<file path="src/rtl/cdma_pkg.sv">
package cdma_pkg;

  typedef enum logic {
    DIR_TO_CART = 1'b0,
    DIR_TO_DRAM = 1'b1
  } dir_e;

  localparam logic [7:0] OFS_DRAM  = 8'h00;
  localparam logic [7:0] OFS_CART  = 8'h04;
  localparam logic [7:0] OFS_RDLEN = 8'h08;
  localparam logic [7:0] OFS_WRLEN = 8'h0C;
  localparam logic [7:0] OFS_STAT  = 8'h10;
  localparam logic [7:0] OFS_SCR0  = 8'h14;

  localparam int ST_BUSY = 0;
  localparam int ST_IRQ  = 3;
  localparam int ST_CLR  = 1;

  // DRAM start: keep the low aw address bits, drop bit 0
  function automatic logic [31:0] dram_norm(input logic [31:0] a, input int aw);
    return a & ((32'h1 << aw) - 32'h1) & ~32'h1;
  endfunction

  // Cartridge start: even address
  function automatic logic [31:0] cart_norm(input logic [31:0] a);
    return a & ~32'h1;
  endfunction

  // Byte count after misalignment trim; clamps at zero
  function automatic logic [31:0] len_adj(input logic [31:0] val, input logic [31:0] dstart,
                                         input int lw, input int ab);
    logic [31:0] raw;
    logic [31:0] mis;
    raw = (val & ((32'h1 << lw) - 32'h1)) + 32'h1;
    mis = dstart & ((32'h1 << ab) - 32'h1);
    return (mis >= raw) ? 32'h0 : raw - mis;
  endfunction

endpackage

</file>
<file path="src/rtl/cdma_seq.sv">
module cdma_seq
  import cdma_pkg::*;
#(
  parameter int DRAM_AW = 23,
  parameter int BYTE_W  = 8
) (
  input  logic               clk,
  input  logic               rst_n,
  input  logic               start_ev,
  input  dir_e               start_dir,
  input  logic [DRAM_AW-1:0] dram_start,
  input  logic [31:0]        cart_start,
  input  logic [31:0]        len_new,
  output logic               busy,
  output logic               done_ev,
  output dir_e               xfer_dir,
  output logic [DRAM_AW-1:0] dram_addr,
  output logic               dram_re,
  output logic               dram_we,
  output logic [BYTE_W-1:0]  dram_wdata,
  input  logic [BYTE_W-1:0]  dram_rdata,
  output logic [31:0]        cart_addr,
  output logic               cart_re,
  output logic               cart_we,
  output logic [BYTE_W-1:0]  cart_wdata,
  input  logic [BYTE_W-1:0]  cart_rdata
);

  logic               run_q;
  logic               phase_q;
  dir_e               dir_q;
  logic [31:0]        cnt_q;
  logic [DRAM_AW-1:0] dptr_q;
  logic [31:0]        cptr_q;
  logic               rd_phase;
  logic               wr_phase;

  always_ff @(posedge clk or negedge rst_n) begin
    if (!rst_n) begin
      run_q   <= 1'b0;
      phase_q <= 1'b0;
      dir_q   <= DIR_TO_CART;
      cnt_q   <= '0;
      dptr_q  <= '0;
      cptr_q  <= '0;
    end else if (start_ev) begin
      run_q   <= 1'b1;
      phase_q <= 1'b0;
      dir_q   <= start_dir;
      cnt_q   <= len_new;
      dptr_q  <= dram_start;
      cptr_q  <= cart_start;
    end else if (run_q) begin
      if (cnt_q == '0) begin
        run_q <= 1'b0;
      end else if (!phase_q) begin
        phase_q <= 1'b1;
      end else begin
        phase_q <= 1'b0;
        cnt_q   <= cnt_q - 32'h1;
        dptr_q  <= dptr_q + 1'b1;
        cptr_q  <= cptr_q + 32'h1;
      end
    end
  end

  always_comb begin
    done_ev  = run_q && (cnt_q == '0);
    rd_phase = run_q && (cnt_q != '0) && !phase_q;
    wr_phase = run_q && (cnt_q != '0) && phase_q;
    dram_re  = rd_phase && (dir_q == DIR_TO_CART);
    cart_re  = rd_phase && (dir_q == DIR_TO_DRAM);
    dram_we  = wr_phase && (dir_q == DIR_TO_DRAM);
    cart_we  = wr_phase && (dir_q == DIR_TO_CART);
  end

  assign busy       = run_q;
  assign xfer_dir   = dir_q;
  assign dram_addr  = dptr_q;
  assign cart_addr  = cptr_q;
  assign dram_wdata = cart_rdata;
  assign cart_wdata = dram_rdata;

endmodule

</file>
<file path="src/rtl/cdma_regs.sv">
module cdma_regs
  import cdma_pkg::*;
#(
  parameter int AW    = 8,
  parameter int SCR_N = 8,
  parameter int SCR_W = 8
) (
  input  logic          clk,
  input  logic          rst_n,
  input  logic          reg_wr,
  input  logic [AW-1:0] reg_addr,
  input  logic [31:0]   reg_wdata,
  output logic [31:0]   reg_rdata,
  input  logic          busy,
  input  logic          start_ev,
  input  dir_e          start_dir,
  input  logic [31:0]   dram_start,
  input  logic [31:0]   cart_start,
  input  logic [31:0]   len_new,
  input  logic          done_ev,
  output logic [31:0]   dram_q,
  output logic [31:0]   cart_q,
  output logic [31:0]   rd_len_q,
  output logic [31:0]   wr_len_q,
  output logic          irq_q
);

  logic [SCR_W-1:0] scr_q [SCR_N];
  logic             hit_dram;
  logic             hit_cart;
  logic             hit_stat;

  assign hit_dram = reg_wr && (reg_addr == AW'(OFS_DRAM));
  assign hit_cart = reg_wr && (reg_addr == AW'(OFS_CART));
  assign hit_stat = reg_wr && (reg_addr == AW'(OFS_STAT));

  always_ff @(posedge clk or negedge rst_n) begin
    if (!rst_n) begin
      dram_q   <= '0;
      cart_q   <= '0;
      rd_len_q <= '0;
      wr_len_q <= '0;
    end else if (start_ev) begin
      dram_q <= dram_start + len_new;
      cart_q <= cart_start + len_new;
      if (start_dir == DIR_TO_CART) rd_len_q <= len_new;
      else                          wr_len_q <= len_new;
    end else if (!busy) begin
      if (hit_dram) dram_q <= reg_wdata;
      if (hit_cart) cart_q <= reg_wdata;
    end
  end

  always_ff @(posedge clk or negedge rst_n) begin
    if (!rst_n)                         irq_q <= 1'b0;
    else if (done_ev)                   irq_q <= 1'b1;
    else if (hit_stat && reg_wdata[ST_CLR]) irq_q <= 1'b0;
  end

  for (genvar g = 0; g < SCR_N; g++) begin : g_scr
    always_ff @(posedge clk or negedge rst_n) begin
      if (!rst_n)
        scr_q[g] <= '0;
      else if (reg_wr && (reg_addr == AW'(OFS_SCR0 + 4 * g)))
        scr_q[g] <= reg_wdata[SCR_W-1:0];
    end
  end

  always_comb begin
    reg_rdata = '0;
    if (reg_addr == AW'(OFS_DRAM))       reg_rdata = dram_q;
    else if (reg_addr == AW'(OFS_CART))  reg_rdata = cart_q;
    else if (reg_addr == AW'(OFS_RDLEN)) reg_rdata = rd_len_q;
    else if (reg_addr == AW'(OFS_WRLEN)) reg_rdata = wr_len_q;
    else if (reg_addr == AW'(OFS_STAT)) begin
      reg_rdata[ST_BUSY] = busy;
      reg_rdata[ST_IRQ]  = irq_q;
    end else begin
      for (int i = 0; i < SCR_N; i++) begin
        if (reg_addr == AW'(OFS_SCR0 + 4 * i)) reg_rdata[SCR_W-1:0] = scr_q[i];
      end
    end
  end

endmodule

</file>
<file path="src/rtl/cart_dma_ctrl.sv">
module cart_dma_ctrl
  import cdma_pkg::*;
#(
  parameter int AW         = 8,
  parameter int DRAM_AW    = 23,
  parameter int LEN_W      = 24,
  parameter int ALIGN_BITS = 3,
  parameter int BYTE_W     = 8,
  parameter int SCR_N      = 8,
  parameter int SCR_W      = 8
) (
  input  logic               clk,
  input  logic               rst_n,
  input  logic               reg_wr,
  input  logic [AW-1:0]      reg_addr,
  input  logic [31:0]        reg_wdata,
  output logic [31:0]        reg_rdata,
  output logic [DRAM_AW-1:0] dram_addr,
  output logic               dram_re,
  output logic               dram_we,
  output logic [BYTE_W-1:0]  dram_wdata,
  input  logic [BYTE_W-1:0]  dram_rdata,
  output logic [31:0]        cart_addr,
  output logic               cart_re,
  output logic               cart_we,
  output logic [BYTE_W-1:0]  cart_wdata,
  input  logic [BYTE_W-1:0]  cart_rdata,
  output logic               irq
);

  logic        busy;
  logic        done_ev;
  logic        len_wr;
  logic        start_ev;
  logic        len_wr_busy;
  logic        stat_clr_ev;
  dir_e        start_dir;
  dir_e        xfer_dir;
  logic [31:0] dram_q;
  logic [31:0] cart_q;
  logic [31:0] rd_len_q;
  logic [31:0] wr_len_q;
  logic [31:0] dram_start;
  logic [31:0] cart_start;
  logic [31:0] len_new;

  assign len_wr      = reg_wr && ((reg_addr == AW'(OFS_RDLEN)) || (reg_addr == AW'(OFS_WRLEN)));
  assign start_ev    = len_wr && !busy;
  assign len_wr_busy = len_wr && busy;
  assign stat_clr_ev = reg_wr && (reg_addr == AW'(OFS_STAT)) && reg_wdata[ST_CLR];
  assign start_dir   = (reg_addr == AW'(OFS_WRLEN)) ? DIR_TO_DRAM : DIR_TO_CART;
  assign dram_start  = dram_norm(dram_q, DRAM_AW);
  assign cart_start  = cart_norm(cart_q);
  assign len_new     = len_adj(reg_wdata, dram_start, LEN_W, ALIGN_BITS);

  cdma_regs #(
    .AW    (AW),
    .SCR_N (SCR_N),
    .SCR_W (SCR_W)
  ) i_regs (
    .clk        (clk),
    .rst_n      (rst_n),
    .reg_wr     (reg_wr),
    .reg_addr   (reg_addr),
    .reg_wdata  (reg_wdata),
    .reg_rdata  (reg_rdata),
    .busy       (busy),
    .start_ev   (start_ev),
    .start_dir  (start_dir),
    .dram_start (dram_start),
    .cart_start (cart_start),
    .len_new    (len_new),
    .done_ev    (done_ev),
    .dram_q     (dram_q),
    .cart_q     (cart_q),
    .rd_len_q   (rd_len_q),
    .wr_len_q   (wr_len_q),
    .irq_q      (irq)
  );

  cdma_seq #(
    .DRAM_AW (DRAM_AW),
    .BYTE_W  (BYTE_W)
  ) i_seq (
    .clk        (clk),
    .rst_n      (rst_n),
    .start_ev   (start_ev),
    .start_dir  (start_dir),
    .dram_start (dram_start[DRAM_AW-1:0]),
    .cart_start (cart_start),
    .len_new    (len_new),
    .busy       (busy),
    .done_ev    (done_ev),
    .xfer_dir   (xfer_dir),
    .dram_addr  (dram_addr),
    .dram_re    (dram_re),
    .dram_we    (dram_we),
    .dram_wdata (dram_wdata),
    .dram_rdata (dram_rdata),
    .cart_addr  (cart_addr),
    .cart_re    (cart_re),
    .cart_we    (cart_we),
    .cart_wdata (cart_wdata),
    .cart_rdata (cart_rdata)
  );

endmodule

</file>
<file path="config.mk">
export PLATFORM = sky130hd
export DESIGN_NAME = cart_dma_ctrl
export DESIGN_NICKNAME = d
export VERILOG_FILES = /design/src/rtl/cdma_pkg.sv /design/src/rtl/cdma_seq.sv /design/src/rtl/cdma_regs.sv /design/src/rtl/cart_dma_ctrl.sv
export SDC_FILE = /design/constraint.sdc
export NUM_CORES = 1
export LEC_CHECK = 0
export ABC_AREA = 1
export BUFFER_PORTS_ARGS = -buffer_cell sky130_fd_sc_hd__buf_2
export CORE_MARGIN = 2
export CORE_UTILIZATION = 39
export DETAILED_ROUTE_END_ITERATION = 16
export GPL_TIMING_DRIVEN = 1
export PLACE_DENSITY = 0.55
export RECOVER_POWER = 25
export SYNTH_ARGS = -nofsm -noshare
export SYNTH_HDL_FRONTEND = slang
export SYNTH_SLANG_ARGS = --single-unit
</file>
<file path="constraint.sdc">
create_clock -name clk -period 3.76 [get_ports clk]
set_clock_uncertainty 0.2 [all_clocks]
set_input_delay 0.376 -clock clk [delete_from_list [all_inputs] [get_ports clk]]
set_output_delay 0.376 -clock clk [all_outputs]
set_load 0.005 [all_outputs]
</file>
======== After elaboration in Yosys (flattened, before gate mapping) ========
Cells that the tools add are included.
storage, ports and cells
  bits in registers ....................... 283
  output and inout bits ................... 108
  word-level logic and storage cells ...... 128
cells by class
  $add $sub $neg .......................... 7
  $lt $le $gt $ge ......................... 1
  equality and inequality tests ........... 14
  muxes and demuxes ....................... 46
  bitwise gates (word level) .............. 2
  reductions and logical operators ........ 39
operators with widths
  operator                                              count
  2-to-1 mux 32 bit                                     18
  2-to-1 mux 23 bit                                     4
  2-to-1 mux 8 bit                                      9
  equality test 8 x 6 -> 1 bit (second input constant)  5
  adder 23 x 32 -> 32 bit                               1
  adder 32 x 1 -> 32 bit (second input constant)        1
  adder 32 bit                                          1
  equality test 8 x 5 -> 1 bit (second input constant)  4
  logical NOT 32 bit                                    1
  nonzero test 32 bit                                   1
  subtractor 32 x 1 -> 32 bit (second input constant)   1
  subtractor 32 x 3 -> 32 bit                           1
  adder 24 x 1 -> 25 bit (second input constant)        1
  >= comparator 3 x 25 -> 1 bit                         1
  2-to-1 mux 24 bit                                     1
  adder 23 x 1 -> 23 bit (second input constant)        1
  logical AND 1 bit                                     22
  equality test 8 x 4 -> 1 bit (second input constant)  2
  2-to-1 mux 1 bit                                      12
  AND reduction 2 bit                                   5
  nonzero test 2 bit                                    5
  equality test 8 x 3 -> 1 bit (second input constant)  1
  logical NOT 8 bit                                     1
  2-to-1 mux 4 bit                                      1
  other kinds (6)                                       9

======== Depth between registers and ports, before layout ========
  depth in word-level cells ............... 14
  gate-level depth with buffers ........... 31
  gate-level depth less buffers ........... 31

======== Hierarchy ========
From an unflattened synthesis, not the netlist that was laid out.
unflattened totals
  cell total of the unflattened synthesis .. 3,330
  area total of the unflattened synthesis .. 21,674.5 um^2
by module, submodules not included
  module         instances  cells an instance  area each (um^2)  seq. area each (um^2)
  cdma_regs      1          1,855              13,076.3          4,829.6
  cdma_seq       1          1,107              6,815.3           2,252.2
  cart_dma_ctrl  1          368                1,783.0           0.0

======== Worst setup path before layout ========
No wires, ideal clock.
  path type ............................... input -> register
  start ................................... in reg_wdata[0]
  end ..................................... reg i_regs.cart_q[23]
  arrival ................................. 3.931 ns
  data required time ...................... 3.439 ns
  setup slack ............................. -0.493 ns
  stages on the path ...................... 28
  buffers on the path ..................... 1
  cells stage by stage .................... ha_1 > nand2_4 > nor2_4 > nand2_2 > xor2_2 > nand2_4 > nor2_1 > nand3_2 > nor2_4 > nand2_8 > inv_2 > buf_2 > nor2_1 > ha_1 > a21oi_1 > o21ai_1 > a21boi_0 > o21ai_1 > inv_1 > o21ai_0 > nand2_1 > nand2_1 > a21oi_1 > inv_1 > a21o_1 > or2_2 > nand3_1 > a21oi_1
between the ends
  cells in the longest elaborated chain, start to end .. 5
  elaborated cells between the ends (all ways) .. 6
  those cells by class .................... add/sub (3); order compare (1); mux (2)
ends and longest elaborated chain
  item                                                                                 line                 RTL
  from (decl)                                                                          cart_dma_ctrl.sv:16  input logic [31:0] reg_wdata,
  adder 24 x 1 -> 25 bit (*)                                                           cdma_pkg.sv:34       raw = (val & ((32'h1 << lw) - 32'h1)) + 32'h1;
  subtractor 32 x 3 -> 32 bit / >= comparator 3 x 25 -> 1 bit (equally long branches)  cdma_pkg.sv:36       return (mis >= raw) ? 32'h0 : raw - mis;
  2-to-1 mux 32 bit (*)                                                                cdma_pkg.sv:36
  via i_regs.len_new[4]                                                                cdma_regs.sv:19      input logic [31:0] len_new,
  adder 32 bit (*)                                                                     cdma_regs.sv:45      cart_q <= cart_start + len_new;
  2-to-1 mux 32 bit (*)                                                                cdma_regs.sv:43      end else if (start_ev) begin
  to (signal assigned)                                                                 cdma_regs.sv:45
  to (signal assigned)                                                                 cdma_regs.sv:50      if (hit_cart) cart_q <= reg_wdata;
  to (decl)                                                                            cdma_regs.sv:22      output logic [31:0] cart_q,
Mark *: on every way through the listed nets, which the timed path passes. The rest lies on a longest branch.
A chain may end at the register's enable or synchronous reset.

==> summary.md <==
| Metric | Value |
|---|---|
| Largest net degree at the start of global routing | `79` |
| Layout cells sized above 1 | `32.34%` |
| Synth Area in Simple Gates | `29.99%` |
| Asr flop ratio synth | `100.0%` |
| Hold endpoint | `i_regs.cart_q[25]` |
| Finished Layout Cells | `3,668` |
| Compound-cell area share of the yosys netlist | `16.76%` |
| Placeable Area | `0.04656 mm²` |
| Slew Limit Fails | `59` |
| WP depth | `24` |
| Clk root buf | `clkbuf_16` |
| Status | `finished, violations left` |
| Crit path required time | `4040 ps` |
| Synthesized net count | `2,651` |
| Combinational power share | `16.1%` |
| DPL Wire Length | `53,840 µm` |
| Critical Path Max Stage Delay | `410 ps` |
| Final Critical Period | `3973 ps` |
| Drt pass-1 iters | `6` |
| Max_cap viols | `1` |
| Reg area | `0.006782 mm²` |
| Overall power | `0.007675 W` |
| Total number of vias | `19,700` |
| R2R Path End | `i_regs.cart_q[27]` |
| Antenna Nets Post-Route | `0` |
| Ports | `167` |
| Prevailing post-synth register cell | `dfrtp_1` |
| Number of antenna violations at the first check in global routing | `0` |
| Commonest non-fill, non-tap cell in the layout | `nand2_1` |
| Clock-pin slew of the registers on the worst-case setup and hold paths | `60 ps` |
| Final nets | `3,159` |
| Post-Synth Adder-Cell Area | `4.268%` |
| WP data arrival | `4250 ps` |
| Post-synthesis mux area share | `0.05437%` |
| Critical path, cell by cell | `ha_4 -> o21ai_2 -> o21ai_1 -> a21oi_1 -> nor2_1 -> nand3_2 -> nor2_4 -> nand2_8 -> clkinv_8 -> nor2_4 -> ha_4 -> nand2_4 -> o21ai_4 -> a21boi_2 -> o21ai_2 -> buf_4 -> a21boi_4 -> o21ai_4 -> nand2_2 -> o21a_1 -> o21ai_2 -> or2_4 -> nand3_2 -> a21oi_2` |
| GPL Wtd Cong | `0.9161` |
| Die W | `221.3 µm` |
| Final Cell Area | `0.02566 mm²` |
| Avg Vias per Cell | `5.370` |
| Grt ovf | `0` |
| Least-Margin Pin Slew | `1527 ps` |
| Most frequent cells in the layout | `nand2_1, buf_4, dfrtp_1` |
| Post-route clock period utilization | `105.7%` |
| Internal power | `0.005624 W` |
| TritonCTS clock tree | `done` |
| Clk Latency, worst-skew pair | `550 ps` |
| Top Family by Delay on Critical Path | `compound AO/OA/AOI/OAI gates` |
| Crit path top cell by count | `o21ai_2` |
| Synthesis Warnings | `0` |
| Vias in the first global route | `19,040` |
| Crit path kind | `flip-flop to flip-flop` |
| Number of fill cells in the layout | `4,347` |
| Worst R2R Setup Slack | `-210 ps` |
| # DRC | `0` |
| Post-Synth XOR/XNOR Area | `4.322%` |
| Crit start category | `flip-flop` |
| Post-Syn Instances | `2,531` |
| CP Max Fanout | `8` |
| Placed Area | `0.02255 mm²` |
| Multi-input logic area | `0.01183 mm²` |
| Total GRT Usage | `28.57%` |
| NetSw | `0.002050 W` |
| Final setup margin | `-212.9 ps` |
| Unrepaired setup endpoints after global routing | `yes` |
| Buf/Inv on CP | `2` |
| Critical-path top delay cell | `dfrtp_1` |
| Initial drt markers | `1,825` |
| Total CTS buffers | `34` |
| Clock Path Buffers | `3` |
| Relative slew slack | `-1.804%` |
| Reg2Reg Depth | `24` |
| First-pass GRT wire length | `109,800 µm` |
| Min-Delay Path Class | `input port to flip-flop` |
| Util after Layout | `55.11%` |
| Number of port buffers | `134` |
| Number of library cell types mapped by synthesis | `63` |
| Post-synth EDFFs | `0` |
| Yosys reg bits | `271` |
| # diodes | `0` |
| Register area share after synthesis | `36.83%` |
| Largest family of logic cells by synthesized area | `simple AND/OR/NAND/NOR gates` |
| Worst vdd ir | `296.2 µV` |
| # rows | `79` |
| P_leak | `12.09 nW` |
| WL per Instance | `19.47 µm` |
| Hold Path Depth | `5` |
| Area Overhead vs Synth | `39.35%` |
| Peak Freq | `251.7 MHz` |
| Failing checks | `capacitance limit, slew limit, setup timing` |
| Switching share of power | `26.71%` |
| Die area | `0.04896 mm²` |
| Final count of hold timing violations | `0` |
| # H-tree levels | `2` |
| Post-placement cell count | `3,542` |
| DRT Wirelength | `71,410 µm` |
| CP endpoint kind | `flip-flop` |
| Syn_area_per_cell | `7.274 µm²` |
| Initial cell density of the core | `39.55%` |
| Register share of total power | `39.0%` |
| Mapped Area | `0.01841 mm²` |
| Die Ht | `221.3 µm` |
| Min-delay src | `reg_wdata[25]` |
| Pwr per Cell Area | `299.1 mW/mm²` |
| Clock Power Share | `44.9%` |
| Final Setup Violations | `27` |
| Clock sinks | `271` |
==> logic make-up after synthesis <==
group	after synthesis
adders and majority gates	61
DFF	271
AOI/OAI and AO/OA	517
xor gates and xnor gates	90
muxes	1
buffers and inverters	352
and+or+nand+nor	1239
==> Yosys cell counts, types with 4 or more instances <==
library cell	n	share of area [%]
a211oi_1	4	0.16
a21o_1	4	0.16
a21oi_1	129	3.5
a221oi_1	15	0.71
a22o_1	4	0.19
a22oi_1	25	1.0
a31oi_1	43	1.5
buf_2	5	0.14
buf_4	19	0.77
clkbuf_1	72	1.5
dfrtp_1	271	37
ha_1	58	3.9
inv_1	242	4.9
inv_2	7	0.14
nand2_1	632	13
nand2_2	22	0.75
nand2_4	14	0.86
nand3_1	141	3.8
nand3_2	7	0.38
nand3b_1	4	0.16
nand4_1	30	1.0
nor2_1	268	5.5
nor2_2	17	0.58
nor2_4	13	0.80
nor3_1	33	0.90
nor3_2	4	0.22
nor4_1	16	0.54
o2111ai_1	8	0.38
o211ai_1	27	1.1
o21a_1	10	0.41
o21ai_0	181	4.9
o21ai_1	15	0.41
o21bai_1	4	0.16
o221ai_1	24	1.1
o22ai_1	4	0.14
o31ai_1	6	0.24
or2_2	30	1.0
xnor2_1	23	1.1
xor2_1	66	3.1
==> flip-flops by register name (all words and copies together), names as in the netlist, named ones only <==
register         count
i_regs.scr_q        64
i_regs.cart_q       32
i_seq.cart_addr     32
i_seq.cnt_q         32
i_regs.dram_q       31
i_regs.rd_len_q     26
i_regs.wr_len_q     26
i_seq.dram_addr     23
i_regs.irq_q         1
i_seq.busy           1
i_seq.phase_q        1
i_seq.xfer_dir       1
==> layer usage <==
metal  track usage, %  wire length [µm]  vias up
li1                 -                 -     9478
met1            41.83             33010     9482
met2            43.78             31650      661
met3            4.515              5249       76
met4            7.426              1488        0
met5                0                 0        -
==> worst max path at each step <==
stage                              to  slack, ps
floorplan           i_regs.dram_q[23]       -200
global placement    i_regs.cart_q[30]       -940
detailed placement  i_regs.cart_q[28]       -950
CTS                 i_regs.cart_q[27]       -160
global route        i_regs.dram_q[23]       -430
finish              i_regs.cart_q[27]       -210
==> worst reg2reg max path: stages (launching register included) <==
cell and delay (ps):
dfrtp_1 410, ha_4 290, o21ai_2 50, o21ai_1 80, a21oi_1 80, nor2_1 200, nand3_2 130, nor2_4 150
nand2_8 120, clkinv_8 110, nor2_4 60, ha_4 320, nand2_4 60, o21ai_4 170, a21boi_2 90, o21ai_2 220
buf_4 160, a21boi_4 70, o21ai_4 180, nand2_2 90, o21a_1 220, o21ai_2 140, or2_4 140, nand3_2 60
a21oi_2 120
==> through the flow <==
stage	setup WS (ps)	setup TNS (ps)	hold slack [ps]
3_5_place_dp	-954.3	-28390	147.0
6_report	-212.9	-2741	46.83
4_1_cts	-158.8	-1202	19.23
2_1_floorplan	-198.3	-1211	-119.6
3_3_place_gp	-936.0	-27220	143.9
5_1_grt	-428.8	-9670	94.51
==> power groups by stage <==
stage / Combinational (W) / Sequential, W / Clock, W
2_1_floorplan: 0.000459 / 0.00304 / 0
3_3_place_gp: 0.000982 / 0.00304 / 0
3_5_place_dp: 0.000992 / 0.00304 / 0
4_1_cts: 0.00108 / 0.00299 / 0.00350
5_1_grt: 0.00134 / 0.00300 / 0.00361
6_report: 0.00124 / 0.00299 / 0.00344
==> timing repair <==
| action | in CTS | in global routing |
|---|---|---|
| pin swaps | 49 | 94 |
| setup endpoints to repair | 35 | 43 |
| hold buffers | 8 | 0 |
| buffers inserted | 22 | 39 |
| endpoints found under the hold margin | 65 | 0 |
| resized for setup | 114 | 206 |
==> final cells by class <==
type	instances	share of cell area (%)
multi-input combinational	1908	46.09
clock buffer	45	3.794
clock inverter	13	0.6974
tap	607	2.960
inverter	253	3.818
timing repair buffer	571	16.21
sequential	271	26.43
Note: power is estimated with default switching activity, not from simulation.
